===== src/rtl/pkt_crc_pkg.sv =====
package pkt_crc_pkg;

    localparam int unsigned SYM_BITS  = 8;
    localparam int unsigned CRC_BITS  = 32;
    localparam int unsigned CRC_BYTES = CRC_BITS / SYM_BITS;
    localparam logic [SYM_BITS-1:0] SOP_CODE = 8'hFB;
    localparam logic [SYM_BITS-1:0] EOP_CODE = 8'hFD;
    localparam logic [CRC_BITS-1:0] CRC_PRESET = '1;

    typedef struct packed {
        logic                k;
        logic [SYM_BITS-1:0] d;
    } sym_t;

    typedef enum logic [1:0] {
        TX_PASS = 2'd0,
        TX_INS  = 2'd1,
        TX_TAIL = 2'd2
    } tx_st_e;

    function automatic logic is_sop(sym_t s);
        return s.k && (s.d == SOP_CODE);
    endfunction

    function automatic logic is_eop(sym_t s);
        return s.k && (s.d == EOP_CODE);
    endfunction

    // one byte through the CRC register, most significant bit first
    function automatic logic [CRC_BITS-1:0] crc_step(logic [CRC_BITS-1:0] c,
                                                     logic [SYM_BITS-1:0] b,
                                                     logic [CRC_BITS-1:0] poly);
        logic [CRC_BITS-1:0] r;
        logic                fb;
        r = c;
        for (int i = SYM_BITS - 1; i >= 0; i--) begin
            fb = r[CRC_BITS-1] ^ b[i];
            r  = {r[CRC_BITS-2:0], 1'b0};
            if (fb) r = r ^ poly;
        end
        return r;
    endfunction

endpackage


===== src/rtl/crc_tx_insert.sv =====
module crc_tx_insert
    import pkt_crc_pkg::*;
#(
    parameter logic [CRC_BITS-1:0] POLY = 32'h04C11DB7
) (
    input  logic clk,
    input  logic rst,
    input  logic s_valid,
    output logic s_ready,
    input  sym_t s_sym,
    output logic m_valid,
    input  logic m_ready,
    output sym_t m_sym
);
    localparam int unsigned IDX_W = $clog2(CRC_BYTES);
    localparam logic [IDX_W-1:0] LAST_IDX = IDX_W'(CRC_BYTES - 1);

    tx_st_e              st;
    logic [IDX_W-1:0]    idx;
    logic                open_q;
    logic [CRC_BITS-1:0] crc_q;

    logic                ins;
    logic [IDX_W-1:0]    sel;
    logic [CRC_BITS-1:0] fin;
    logic [SYM_BITS-1:0] crc_byte;
    logic                in_hs;
    logic                out_hs;

    always_comb begin
        ins = (st == TX_INS) || (st == TX_PASS && open_q && s_valid && is_eop(s_sym));
        sel = (st == TX_PASS) ? '0 : idx;
        fin = ~crc_q;
        crc_byte = '0;
        for (int b = 0; b < CRC_BYTES; b++) begin
            if (sel == IDX_W'(b))
                crc_byte = fin[CRC_BITS-1-SYM_BITS*b -: SYM_BITS];
        end
        if (ins) begin
            m_valid = 1'b1;
            m_sym   = '{k: 1'b0, d: crc_byte};
            s_ready = 1'b0;
        end else begin
            m_valid = s_valid;
            m_sym   = s_sym;
            s_ready = m_ready;
        end
        in_hs  = s_valid && s_ready;
        out_hs = m_valid && m_ready;
    end

    always_ff @(posedge clk) begin
        if (rst) begin
            st     <= TX_PASS;
            idx    <= '0;
            open_q <= 1'b0;
            crc_q  <= CRC_PRESET;
        end else begin
            case (st)
                TX_PASS: begin
                    if (ins && out_hs) begin
                        st  <= TX_INS;
                        idx <= IDX_W'(1);
                    end else if (in_hs) begin
                        if (is_sop(s_sym)) begin
                            open_q <= 1'b1;
                            crc_q  <= CRC_PRESET;
                        end else if (open_q && !is_eop(s_sym)) begin
                            crc_q <= crc_step(crc_q, s_sym.d, POLY);
                        end
                    end
                end
                TX_INS: begin
                    if (out_hs) begin
                        if (idx == LAST_IDX) st <= TX_TAIL;
                        else                 idx <= idx + 1'b1;
                    end
                end
                TX_TAIL: begin
                    if (in_hs) begin
                        open_q <= 1'b0;
                        idx    <= '0;
                        st     <= TX_PASS;
                    end
                end
                default: st <= TX_PASS;
            endcase
        end
    end

    // source is stalled while CRC bytes are presented
    p_stall_insert_r4: assert property (@(posedge clk) disable iff (rst)
        (st == TX_INS) |-> !s_ready);

    // the held end symbol is released only after the insertion state
    p_tail_after_ins_r4: assert property (@(posedge clk) disable iff (rst)
        (st == TX_TAIL) |-> ($past(st) != TX_PASS));

    // an inserted byte holds under backpressure
    p_hold_backpressure_r5: assert property (@(posedge clk) disable iff (rst)
        (st == TX_INS && m_valid && !m_ready) |=> (m_valid && $stable(m_sym)));

endmodule


===== src/rtl/crc_rx_check.sv =====
module crc_rx_check
    import pkt_crc_pkg::*;
#(
    parameter logic [CRC_BITS-1:0] POLY = 32'h04C11DB7
) (
    input  logic clk,
    input  logic rst,
    input  logic r_valid,
    input  sym_t r_sym,
    output logic ok,
    output logic err
);
    localparam int unsigned FILL_W = $clog2(CRC_BYTES + 1);
    localparam logic [FILL_W-1:0] FULL = FILL_W'(CRC_BYTES);

    logic                open_q;
    logic [FILL_W-1:0]   fill;
    logic [CRC_BITS-1:0] win;
    logic [CRC_BITS-1:0] crc_q;
    logic                match;

    assign match = (fill == FULL) && (win == ~crc_q);

    always_ff @(posedge clk) begin
        if (rst) begin
            open_q <= 1'b0;
            fill   <= '0;
            win    <= '0;
            crc_q  <= CRC_PRESET;
            ok     <= 1'b0;
            err    <= 1'b0;
        end else begin
            ok  <= 1'b0;
            err <= 1'b0;
            if (r_valid) begin
                if (is_sop(r_sym)) begin
                    open_q <= 1'b1;
                    fill   <= '0;
                    crc_q  <= CRC_PRESET;
                end else if (is_eop(r_sym)) begin
                    if (open_q) begin
                        ok     <= match;
                        err    <= !match;
                        open_q <= 1'b0;
                    end
                end else if (open_q) begin
                    win <= {win[CRC_BITS-SYM_BITS-1:0], r_sym.d};
                    if (fill == FULL) crc_q <= crc_step(crc_q, win[CRC_BITS-1 -: SYM_BITS], POLY);
                    else              fill  <= fill + 1'b1;
                end
            end
        end
    end

    // at most one verdict per cycle
    p_one_verdict_r11: assert property (@(posedge clk) disable iff (rst)
        $onehot0({ok, err}));

    // a verdict follows only a closing end symbol
    p_verdict_cause_r8: assert property (@(posedge clk) disable iff (rst)
        (ok || err) |-> $past(r_valid && is_eop(r_sym) && open_q));

    // too short to hold a CRC means error
    p_short_err_r9: assert property (@(posedge clk) disable iff (rst)
        (r_valid && is_eop(r_sym) && open_q && fill != FULL) |=> err);

endmodule


===== src/rtl/pkt_crc_engine.sv =====
module pkt_crc_engine
    import pkt_crc_pkg::*;
#(
    parameter logic [31:0] POLY = 32'h04C11DB7
) (
    input  logic       clk,
    input  logic       rst,
    input  logic       tx_in_valid,
    output logic       tx_in_ready,
    input  logic [7:0] tx_in_data,
    input  logic       tx_in_k,
    output logic       tx_out_valid,
    input  logic       tx_out_ready,
    output logic [7:0] tx_out_data,
    output logic       tx_out_k,
    input  logic       rx_valid,
    input  logic [7:0] rx_data,
    input  logic       rx_k,
    output logic       rx_crc_ok,
    output logic       rx_crc_err
);
    sym_t tx_in_sym;
    sym_t tx_out_sym;
    sym_t rx_sym;

    assign tx_in_sym   = '{k: tx_in_k, d: tx_in_data};
    assign rx_sym      = '{k: rx_k, d: rx_data};
    assign tx_out_data = tx_out_sym.d;
    assign tx_out_k    = tx_out_sym.k;

    crc_tx_insert #(.POLY(POLY)) u_tx (
        .clk     (clk),
        .rst     (rst),
        .s_valid (tx_in_valid),
        .s_ready (tx_in_ready),
        .s_sym   (tx_in_sym),
        .m_valid (tx_out_valid),
        .m_ready (tx_out_ready),
        .m_sym   (tx_out_sym)
    );

    crc_rx_check #(.POLY(POLY)) u_rx (
        .clk     (clk),
        .rst     (rst),
        .r_valid (rx_valid),
        .r_sym   (rx_sym),
        .ok      (rx_crc_ok),
        .err     (rx_crc_err)
    );

endmodule


===== config.mk =====
export PLATFORM = sky130hd
export DESIGN_NAME = pkt_crc_engine
export DESIGN_NICKNAME = d
export VERILOG_FILES = /design/src/rtl/pkt_crc_pkg.sv /design/src/rtl/crc_tx_insert.sv /design/src/rtl/crc_rx_check.sv /design/src/rtl/pkt_crc_engine.sv
export SDC_FILE = /design/constraint.sdc
export NUM_CORES = 1
export LEC_CHECK = 0
export ABC_CLOCK_PERIOD_IN_PS = 2630
export BUFFER_PORTS_ARGS = -buffer_cell sky130_fd_sc_hd__buf_2
export CORE_ASPECT_RATIO = 0.8
export CORE_MARGIN = 5
export CORE_UTILIZATION = 51
export CTS_CLUSTER_SIZE = 10
export DETAILED_ROUTE_END_ITERATION = 8
export PLACE_DENSITY = 0.68
export SETUP_SLACK_MARGIN = 0.1
export SYNTH_ARGS = -nofsm -noshare
export SYNTH_HDL_FRONTEND = slang
export SYNTH_SLANG_ARGS = --single-unit
export TNS_END_PERCENT = 50

===== constraint.sdc =====
create_clock -name clk -period 2.63 [get_ports clk]
set_input_delay 0.263 -clock clk [delete_from_list [all_inputs] [get_ports clk]]
set_output_delay 0.263 -clock clk [all_outputs]
set_load 0.02 [all_outputs]

==> flow_metrics.py <==
metrics = {
    "status": {
        "status": "finished clean",
    },
    "final_layout": {
        "syn_to_final_growth_pct": 12.2,
        "layout-drive-gt1-share": 0.137,
        "antenna_cells": 0,
        "finalNetCount": 820,
        "layout_commonest_cell": "dfxtp_1",
        "final_cell_mix": "dfxtp_1 (106), nand2_1 (94), xnor2_1 (81), nor2_1 (54), a21oi_1 (54)",
        "stdcell_area_sq_mm": 0.00739,
    },
    "global_routing": {
        "grt_overflow": 0,
        "grt_pass1_wl_um": 27900,
        "grt.total_usage": 0.230,
        "antenna_found_initial": 0,
        "grt_pass1_vias": 5191,
        "grt_max_degree": 46,
    },
    "place": {
        "gp_congestion": 0.892,
        "numPortBuffers": 35,
        "hpwlAfterDp_um": 12400,
        "placement.cell_area_sq_mm": 0.00713,
    },
    "synthesis": {
        "synth_top_area_frac": 0.325,
        "synth_cell_type_count": 58,
        "syn_nets": 782,
        "synthCells": 750,
        "yosysTopAreaCell": "dfxtp_1",
        "seq_area_frac_synth": 0.325,
        "yosys_warnings": 0,
        "synth_area_sq_mm": 0.00659,
        "ys_async_sr_fraction": 0,
        "synth_edf_count": 0,
        "ys_ff_latch": 107,
        "postSynthAreaPerCell_sq_um": 8.79,
        "synthTopCellsByArea": "dfxtp_1 (33%), xnor2_1 (11%), xnor3_1 (7.9%)",
        "ys_dominant_reg_cell": "dfxtp_1",
    },
    "critical_path": {
        "critPathTopFamily": "compound AO/OA/AOI/OAI gates",
        "crit_type": "flop to output port",
        "required_ps": 2370,
        "cp-end-kind": "output port",
        "worst_ep_arrival_time_ps": 2000,
        "path_cells": "inv_1 -> ha_2 -> nor2b_1 -> a22oi_1 -> o211ai_1 -> o21ai_0 -> buf_2",
        "path_buf_inv": 2,
        "max_stage_delay_ps": 370,
        "cp_max_fo": 14,
        "cp-start-kind": "flop",
        "cp_slowest_cell": "dfxtp_1",
    },
    "timing": {
        "worst_clock_skew_ps": 9.75,
        "worst_slew_pin_slew_ps": 1040,
        "maxSlewViolCount": 0,
        "setup_tns_ps": 0,
        "period_minus_slack_ps": 2270,
        "rsz0062_at_grt": "false",
        "relSlewSlack": 0.303,
        "finalSetupViolations": 0,
        "hold_viol_final": 0,
        "max_freq_mhz": 441,
        "fin_crit_sh": 0.861,
    },
    "min_path": {
        "hold_class": "input port to flop",
    },
    "drt": {
        "drtIter0Drc": 588,
        "routedWlPerCell_um": 17.9,
        "vias_per_cell": 5.67,
        "vias": 5475,
        "first_pass_iters": 5,
        "routed_wl_um": 17300,
        "final_antenna_net_count": 0,
        "route.detailed.drc": 0,
    },
    "clock_tree": {
        "cts.repair.resized": 0,
        "cts_max_level": 3,
        "clock-sinks": 107,
        "cts_tree": "built",
        "clockBufferDepth": 2,
        "path_clk_slew_ps": 70,
        "clock_latency_ps": 360,
        "hold_buffers": 0,
        "cts_setup_buffers": 0,
        "numCtsBuffers": 9,
        "clockRootBuffer": "clkbuf_16",
    },
    "power": {
        "power_density_mw_per_mm2": 496,
        "p_leak_nw": 2.87,
        "ir_drop_v": 0.000486,
    },
    "floorplan": {
        "rows": 37,
        "coreArea_sq_mm": 0.0128,
        "die_h_um": 112,
        "dieArea_sq_mm": 0.0153,
        "ios": 36,
        "fp.dieW_um": 137,
        "start_util": 0.516,
    },
    "job": {
        "max-cap-violations": 0,
    },
}
logic make-up after synthesis:
kind of cell	Yosys count	share of synthesized area
compound gates	156	0.141
mux	16	0.0253
simple gates	249	0.174
fa+ha+maj	9	0.0171
xor+xnor	154	0.283
flops	107	0.325
buf+inv	59	0.0338
power breakdown:
group,leakage [nW],internal [mW],total (mW),switching (mW)
Clock,0.121,0.630,1.22,0.592
Combinational,1.89,0.340,0.782,0.441
Sequential,0.865,1.63,1.67,0.0315
Total,2.87,2.60,3.67,1.07
Yosys cell counts, types with 5 or more instances:
library cell	instances
xor2_1	36
nand3_1	8
a31oi_1	5
nor3_1	36
o21ai_0	37
a21oi_1	54
xnor3_1	23
a211o_1	7
o22ai_1	14
mux2_2	5
a22oi_1	5
nor2b_1	12
nor2_1	55
o21ai_1	10
inv_1	15
and3_1	10
xor3_1	7
ha_1	9
nor4_1	6
xnor2_1	81
clkbuf_1	40
nand2_1	94
mux2i_1	11
nand4_1	10
dfxtp_1	107
cell type report:
cell class | instances | area, sq um
inverter | 16 | 60.1
multi-input combinational | 584 | 4270
timing repair buffer | 70 | 450
clock buffer | 11 | 233
fill | 1166 | 5390
clock inverter | 3 | 17.5
tap | 175 | 219
sequential | 107 | 2140
state kept, by name, indices dropped and copies added (netlist names):
| signal | cells |
|---|---|
| u_rx.ok | 1 |
| u_rx.win | 32 |
| u_tx.st | 2 |
| u_tx.idx | 2 |
| u_rx.crc_q | 32 |
| u_tx.crc_q | 32 |
| u_tx.open_q | 1 |
| u_rx.err | 1 |
| u_rx.fill | 3 |
| u_rx.open_q | 1 |
metrics by stage:
step                total power [mW]  cells  hold WS, ps  setup slack [ps]  utilization
finish                          3.67    966          165               365        0.578
global route                    3.82    966          178               207        0.578
CTS                             3.69    966          158               137        0.578
detailed placement              2.47    952          461               436        0.558
global placement                2.45    952          459               492        0.558
floorplan                       2.24    750          399               414            -
worst paths after layout:
path	start	depth (start not counted)	slack (ps)	endpoint
worst min register to register	u_rx.win[30]	2	470	u_rx.win[30]
worst max-delay path	u_tx.st[0]	7	360	tx_out_data[2]
worst min-delay path	rx_data[7]	3	170	u_rx.win[7]
worst max register to register	u_tx.crc_q[31]	6	460	u_tx.crc_q[6]
worst register-to-register path: stages (launching register included):
cell and delay (ps):
dfxtp_1 450, xor2_4 250, buf_4 240, xnor3_2 500, xor2_1 360, nand2_1 110, o311a_1 150
layer usage:
metal,vias up,global-route usage,part of all wire
met2,170,0.323,0.42
met4,0,0.0485,0.0097
met3,17,0.0420,0.068
met5,-,0,0
li1,2669,-,-
met1,2619,0.365,0.50
(Power assumes the default switching activity.)
